**config.mk**
```make
export PLATFORM = sky130hd
export DESIGN_NAME = mdrv_supervisor
export DESIGN_NICKNAME = d
export VERILOG_FILES = /design/src/rtl/mdrv_sup_pkg.sv /design/src/rtl/mdrv_wake_timer.sv /design/src/rtl/mdrv_oc_latch.sv /design/src/rtl/mdrv_step_edge.sv /design/src/rtl/mdrv_supervisor.sv
export SDC_FILE = /design/constraint.sdc
export NUM_CORES = 1
export LEC_CHECK = 0
export BUFFER_PORTS_ARGS = -buffer_cell sky130_fd_sc_hd__buf_4
export CORE_MARGIN = 5
export CORE_UTILIZATION = 35
export DETAILED_ROUTE_END_ITERATION = 7
export SLEW_MARGIN = 20
export SYNTH_ARGS = -nofsm -noshare
export SYNTH_HDL_FRONTEND = slang
export SYNTH_SLANG_ARGS = --single-unit
```
**constraint.sdc**
```tcl
create_clock -name clk -period 4.75 [get_ports clk]
set_clock_uncertainty 0.1 [all_clocks]
set_input_delay 0.95 -clock clk [delete_from_list [all_inputs] [get_ports clk]]
set_output_delay 0.95 -clock clk [all_outputs]
set_load 0.1 [all_outputs]
```
**src/rtl/mdrv_sup_pkg.sv**
```systemverilog
package mdrv_sup_pkg;

    // Conditions that must all hold for the bridges to run.
    typedef struct packed {
        logic supply_ok;   // no undervoltage
        logic awake;       // out of sleep and wake timer expired
        logic released;    // indexer reset not applied
        logic enabled;     // enable input active
    } gate_t;

    function automatic logic gate_open(gate_t g);
        return g.supply_ok & g.awake & g.released & g.enabled;
    endfunction

    function automatic logic drive_allowed(gate_t g, logic oc_latched, logic over_temp);
        return gate_open(g) & ~oc_latched & ~over_temp;
    endfunction

endpackage

```
**src/rtl/mdrv_wake_timer.sv**
```systemverilog
module mdrv_wake_timer #(
    parameter int WAKE_CYCLES = 200000
) (
    input  logic clk,
    input  logic rst,
    input  logic sleep_n,
    output logic ready
);
    localparam int CW = $clog2(WAKE_CYCLES + 1);
    localparam logic [CW-1:0] LOAD = CW'(WAKE_CYCLES);

    logic [CW-1:0] remain;

    always_ff @(posedge clk) begin
        if (rst)
            remain <= '0;
        else if (!sleep_n)
            remain <= LOAD;
        else if (remain != '0)
            remain <= remain - 1'b1;
    end

    assign ready = sleep_n && (remain == '0);

    // the cycle after sleep is held, the timer is not ready
    p_wake_blocked_r6: assert property (@(posedge clk) disable iff (rst)
        !sleep_n |=> !ready);
endmodule

```
**src/rtl/mdrv_oc_latch.sv**
```systemverilog
module mdrv_oc_latch #(
    parameter int OC_QUAL = 64
) (
    input  logic clk,
    input  logic rst,
    input  logic freeze,
    input  logic clear,
    input  logic limit,
    output logic latched
);
    localparam int QW = $clog2(OC_QUAL + 1);
    localparam logic [QW-1:0] LAST = QW'(OC_QUAL - 1);

    logic [QW-1:0] run_len;

    always_ff @(posedge clk) begin
        if (rst) begin
            run_len <= '0;
            latched <= 1'b0;
        end else if (freeze) begin
            run_len <= run_len;
        end else if (clear) begin
            run_len <= '0;
            latched <= 1'b0;
        end else if (!latched) begin
            if (!limit)
                run_len <= '0;
            else if (run_len == LAST) begin
                run_len <= '0;
                latched <= 1'b1;
            end else
                run_len <= run_len + 1'b1;
        end
    end

    // without a clear the latch does not drop
    p_latch_holds_r8: assert property (@(posedge clk) disable iff (rst)
        latched && !clear |=> latched);
    // the latch only rises on an edge where the limit was sampled high
    p_latch_needs_limit_r7: assert property (@(posedge clk) disable iff (rst)
        $rose(latched) |-> $past(limit) && !$past(freeze));
endmodule

```
**src/rtl/mdrv_step_edge.sv**
```systemverilog
module mdrv_step_edge (
    input  logic clk,
    input  logic rst,
    input  logic step_in,
    input  logic allow,
    output logic step_go
);
    logic step_prev;

    always_ff @(posedge clk) begin
        if (rst)
            step_prev <= 1'b0;
        else
            step_prev <= step_in;
    end

    assign step_go = step_in && !step_prev && allow;

    // a qualified step never lasts two cycles
    p_step_single_r4: assert property (@(posedge clk) disable iff (rst)
        step_go |=> !step_go);
endmodule

```
**src/rtl/mdrv_supervisor.sv**
```systemverilog
module mdrv_supervisor
    import mdrv_sup_pkg::*;
#(
    parameter int WAKE_CYCLES = 200000,
    parameter int OC_QUAL     = 64
) (
    input  logic clk,
    input  logic rst,
    input  logic reset_n,
    input  logic enable_n,
    input  logic sleep_n,
    input  logic step_in,
    input  logic oc_limit,
    input  logic ot_flag,
    input  logic uv_flag,
    output logic bridge_en,
    output logic idx_rst,
    output logic step_go,
    output logic fault_n
);
    logic  awake;
    logic  oc_latched;
    logic  oc_clear;
    gate_t gate;

    mdrv_wake_timer #(.WAKE_CYCLES(WAKE_CYCLES)) u_wake (
        .clk     (clk),
        .rst     (rst),
        .sleep_n (sleep_n),
        .ready   (awake)
    );

    assign oc_clear = uv_flag || !reset_n;

    mdrv_oc_latch #(.OC_QUAL(OC_QUAL)) u_oc (
        .clk     (clk),
        .rst     (rst),
        .freeze  (!sleep_n && !uv_flag),
        .clear   (oc_clear),
        .limit   (oc_limit),
        .latched (oc_latched)
    );

    always_comb begin
        gate.supply_ok = !uv_flag;
        gate.awake     = awake;
        gate.released  = reset_n;
        gate.enabled   = !enable_n;
    end

    mdrv_step_edge u_step (
        .clk     (clk),
        .rst     (rst),
        .step_in (step_in),
        .allow   (gate_open(gate)),
        .step_go (step_go)
    );

    assign bridge_en = drive_allowed(gate, oc_latched, ot_flag);
    assign idx_rst   = rst || uv_flag || (sleep_n && !reset_n);
    assign fault_n   = !(oc_latched || ot_flag);

    // sleep keeps the bridges off and masks the indexer reset
    p_sleep_blocks_r5: assert property (@(posedge clk) disable iff (rst)
        !sleep_n |-> !bridge_en && !step_go && (uv_flag || !idx_rst));
    // overtemperature always shows as a fault with the bridges off
    p_ot_fault_r9: assert property (@(posedge clk) disable iff (rst)
        ot_flag |-> !fault_n && !bridge_en);
    // undervoltage resets the indexer and clears the latch next cycle
    p_uv_reset_r10: assert property (@(posedge clk) disable iff (rst)
        uv_flag |-> idx_rst && !bridge_en && !step_go);
    p_uv_clears_r10: assert property (@(posedge clk) disable iff (rst)
        uv_flag && !ot_flag |=> fault_n || ot_flag);
endmodule

```
Yosys cells after proc, flatten, opt, wreduce, memory -nomap -nowiden
Cells that the tools add are included.
{ "totals": {"ff_bits": 27, "output_inout_bits": 4, "in_bits": 9} }
{ "classes": {"addsub": 2, "eq_ne": 3, "reduce_logical": 19, "mux": 10, "bitwise": 9} }
{ "op_table": {"columns": ["operator", "count"], "rows": [
  ["$mux W18", 2],
  ["$mux W7", 4],
  ["$logic_not A18 Y1", 1],
  ["$reduce_bool A18 Y1", 1],
  ["$sub A18 B1 Y18 const B", 1],
  ["$add A7 B1 Y7 const B", 1],
  ["$eq A7 B6 Y1 const B", 1],
  ["$logic_not A1 Y1", 6],
  ["$and A1 B1 Y1", 5],
  ["$logic_and A1 B1 Y1", 5],
  ["$logic_or A1 B1 Y1", 4],
  ["$mux W1", 4],
  ["$not A1 Y1", 4],
  ["$ne A2 B1 Y1 const B", 1],
  ["$ne A2 B2 Y1 const B", 1],
  ["$reduce_and A2 Y1", 1],
  ["$reduce_or A2 Y1", 1]
]} }

Longest topological paths before layout
{ "depth": {"word_depth": 7, "depth_mapped": 7} }

Modules after synthesis
A second synthesis with hierarchy kept.
{ "unflattened": {"cells_unflattened": 186, "area_unflattened_um2": 1491.4} }
{ "by_module_without_submodules": {"columns": ["module", "cells_each", "area_each_um2", "instances"], "rows": [
  ["mdrv_wake_timer", 123, 1002.2, 1],
  ["mdrv_oc_latch", 52, 409.1, 1],
  ["mdrv_supervisor", 8, 45.0, 1],
  ["mdrv_step_edge", 3, 35.0, 1]
]} }

Least setup slack after synthesis
No wires, ideal clock.
{ "synth_path": {"path_kind": "input to output", "from": "in sleep_n", "to": "out step_go", "arrival_time_ns": 3.831, "cell_stages": 5, "path_buffers": 1, "required_ns": 3.700, "path_slack_ns": -0.131, "cell_sequence": "buf_2 -> inv_1 -> nor4b_1 -> nand3_1 -> nor3b_1"} }
{ "synth_via": {"elab_chain_len": 5} }
{ "synth_lines": {"columns": ["element", "line", "source"], "rows": [
  ["start, declared", "mdrv_supervisor.sv:11", "input logic sleep_n,"],
  ["$logic_and A1 B1 Y1", "mdrv_wake_timer.sv:23", "assign ready = sleep_n && (remain == '0);"],
  ["$and A1 B1 Y1 (3 in a row)", "mdrv_sup_pkg.sv:12", "return g.supply_ok & g.awake & g.released & g.enabled;"],
  ["$logic_and A1 B1 Y1", "mdrv_step_edge.sv:17", "assign step_go = step_in && !step_prev && allow;"],
  ["end, declared", "mdrv_supervisor.sv:18", "output logic step_go,"]
]} }
No other way between the ends.

Worst setup path in the final report
{ "layout_path": {"from": "reg u_wake.remain[8]", "to": "out step_go"} }
{ "layout_via": {"elab_chain_len": 6} }
{ "layout_lines": {"columns": ["element", "line", "source"], "rows": [
  ["start, declared", "mdrv_wake_timer.sv:12", "logic [CW-1:0] remain;"],
  ["start signal, assigned", "mdrv_wake_timer.sv:20", "remain <= remain - 1'b1;"],
  ["$logic_not A18 Y1", "mdrv_wake_timer.sv:23", null],
  ["$logic_and A1 B1 Y1", "mdrv_wake_timer.sv:23", null],
  ["$and A1 B1 Y1 (3 in a row)", "mdrv_sup_pkg.sv:12", null],
  ["$logic_and A1 B1 Y1", "mdrv_step_edge.sv:17", null]
]} }
No other way between the ends.

==> impl_metrics.yaml <==
worst_setup_path:
  worst_setup_path_start_kind: "flop"
  required_ps: 3700
  cp_max_fo: 13
  ff2ff_path_depth: 6
  cp.arrival_ps: 2420
  timing.setup.critical_path_class: "reg -> out"
  crit_path_end_kind: "output pin"
placed_design:
  hpwlAfterDp_um: 2420
  placed_cells_incl_taps: 241
  port_buffers: 12
  routabilityCongestion: 0.813
  detailedPlace.worstSlack_ps: 1520
synthesis:
  synth_nets: 195
  synth_warnings: 0
  post-synth-top-area-fraction: 0.352
  synth.avg_cell_area_um2: 8.38
  yosysMostFrequentCell: "dfxtp_1"
  synth_enable_flop_cells: 0
  synthesis.instances: 183
  synth.top_cells.by_count: "27 x dfxtp_1, 20 x nor2_1, 17 x nand2_1"
  postSynthRegisterBits: 27
  synth_top_cells_by_area: "dfxtp_1 35%, nor2_1 4.9%, mux2i_1 4.6%, nand2_1 4.2%, a21oi_1 3.9%"
  postSynth.topFlopCell: "dfxtp_1"
  yosys.area.top_type: "dfxtp_1"
  synth-seq-area-share: 0.352
  netlist_area_um2: 1530
  synthDistinctLibCells: 52
  async_reset_ff_frac: 0
layout:
  design.final.nets: 206
  antennaDiodeCount: 0
  syn_to_final_growth_pct: 11.8
  final.fill_count: 426
  sequential_cell_area_in_the_final_layout_um2: 541
  layout_cell_share_with_drive_strength_beyond_1: 0.166
  finish.cell_count_without_fillers: 245
  total_area_of_multi_input_combinational_cells_um2: 948
detailed_routing:
  totalWireLength_um: 3300
  drtAntennaViolNets: 0
  routed_wire_length_per_instance_um: 13.5
  drt_iter0_markers: 110
  drt-vias-per-instance: 5.58
  vias: 1368
  drc: 0
  dr.pass1.iters: 4
clocking:
  cts-resized-gates: 0
  cts.path.max_buffers: 2
  clkSinkCount: 27
  root_buffer: "clkbuf_8"
  tritoncts: "yes"
  htree_levels: 1
  clk_pin_slew_worst_paths_ps: 110
  setup_repair_bufs_after_cts: 0
  cts_hold_buffers: 0
  clock_latency_ps: 280
  total_clock_buffers_created_by_cts: 3
grt:
  globalRouteMet2Util: 0.180
  antenna_found_initial: 0
  grt_util_all_layers: 0.122
  grt_pass1_vias: 1273
  grt_max_usage_layer: "met2"
  grt_start_max_net_pins: 18
  grt_pass1_wl_um: 6000
  grt_remaining_overflow: 0
  grt_util_met3: 0.0343
  met1_usage: 0.169
floorplan:
  die-width_um: 76.2
  effective_utilization_at_floorplan: 0.357
  die_area_um2: 5810
  io_pins: 13
  die_height_um: 76.2
  core-area_um2: 4290
  rows: 24
timing:
  timing.final.max_slew_violations: 0
  timing.final.hold_violations: 0
  tightestPinTransition_ps: 551
  slew-limit-headroom: 0.633
  fmax_ghz: 0.288
  final.setup.worst_slack_ps: 1280
  rsz0062_at_grt: "no"
  fin_tns_setup_ps: 0
  layout_min_cycle_time_ps: 3470
  whs_ps: 374
  min_period_over_period: 0.730
  final-setup-viol-count: 0
pwr:
  cellPowerDensity_nw_per_um2: 310
  ir_worst_vdd_mv: 0.173
  static_leak_uw: 0.000627
run:
  max-cap-violations: 0
min_path:
  holdCritPathClass: "reg -> reg"
  worstHoldPathCells: 1
run_status:
  outcome: "completed"
critical path, stage by stage (launching register included):
cell	delay, ps
dfxtp_1	390
nor3_2	450
and4_1	580
nand3_1	200
nor3b_2	200
buf_4	300
layout make-up:
cell class / instances / area share
inverters: 6 / 0.0131
clock inverters: 1 / 0.00438
repair buffers: 12 / 0.0525
multi-input cells: 144 / 0.553
well taps: 52 / 0.0379
clock buffers: 3 / 0.0241
flip-flops and latches: 27 / 0.315
routing by layer:
metal  share of wire  up-vias
met2            0.42       31
met5               0        -
met4           0.014        0
met3           0.064        4
met1            0.51      622
li1                -      711
through the flow:
| stage | utilization | area [um^2] | power, uW |
|---|---|---|---|
| CTS | 0.399 | 1720 | 539 |
| global route | 0.399 | 1720 | 567 |
| detailed placement | 0.388 | 1670 | 402 |
| finish | 0.399 | 1720 | 532 |
| floorplan | - | 1540 | 370 |
| global placement | 0.388 | 1670 | 403 |
final timing paths:
| path | startpoint | end | slack (ps) |
|---|---|---|---|
| max reg2reg | u_wake.remain[0]$_SDFFE_PP0P_ | u_wake.remain[3]$_SDFFE_PP0P_ | 2560 |
| max | u_wake.remain[8]$_SDFFE_PP0P_ | step_go | 1280 |
| min reg2reg | u_oc.run_len[6]$_SDFFE_PP0P_ | u_oc.run_len[6]$_SDFFE_PP0P_ | 370 |
| min | u_oc.run_len[6]$_SDFFE_PP0P_ | u_oc.run_len[6]$_SDFFE_PP0P_ | 370 |
layout by cell type, fill, tap and decap left out, types with 5 or more instances in the layout:
master	n
nor2_1	20
a31oi_1	7
a21oi_1	12
nor3_1	5
nand2_1	17
nand4_1	5
dfxtp_1	27
o21ai_0	10
buf_4	12
inv_1	6
mux2i_1	7
registers in the layout, summed over array words and instances (netlist names):
name	cells
u_wake.remain	18
u_oc.latched	1
u_step.step_prev	1
u_oc.run_len	7
where the power goes:
group | internal (uW) | switching (uW)
clock network | 59.6 | 75.7
registers | 240 | 19.6
logic | 54.9 | 82.1
total | 355 | 177
cell families after synthesis:
logic type / count (synthesis) / share of synthesized area
adders and majority gates: 3 / 0.0245
muxes: 7 / 0.0457
AOI/OAI and AO/OA: 45 / 0.197
buffers and inverters: 12 / 0.0326
DFF: 27 / 0.352
and+or+nand+nor: 89 / 0.348
(Power assumes the default switching activity.)
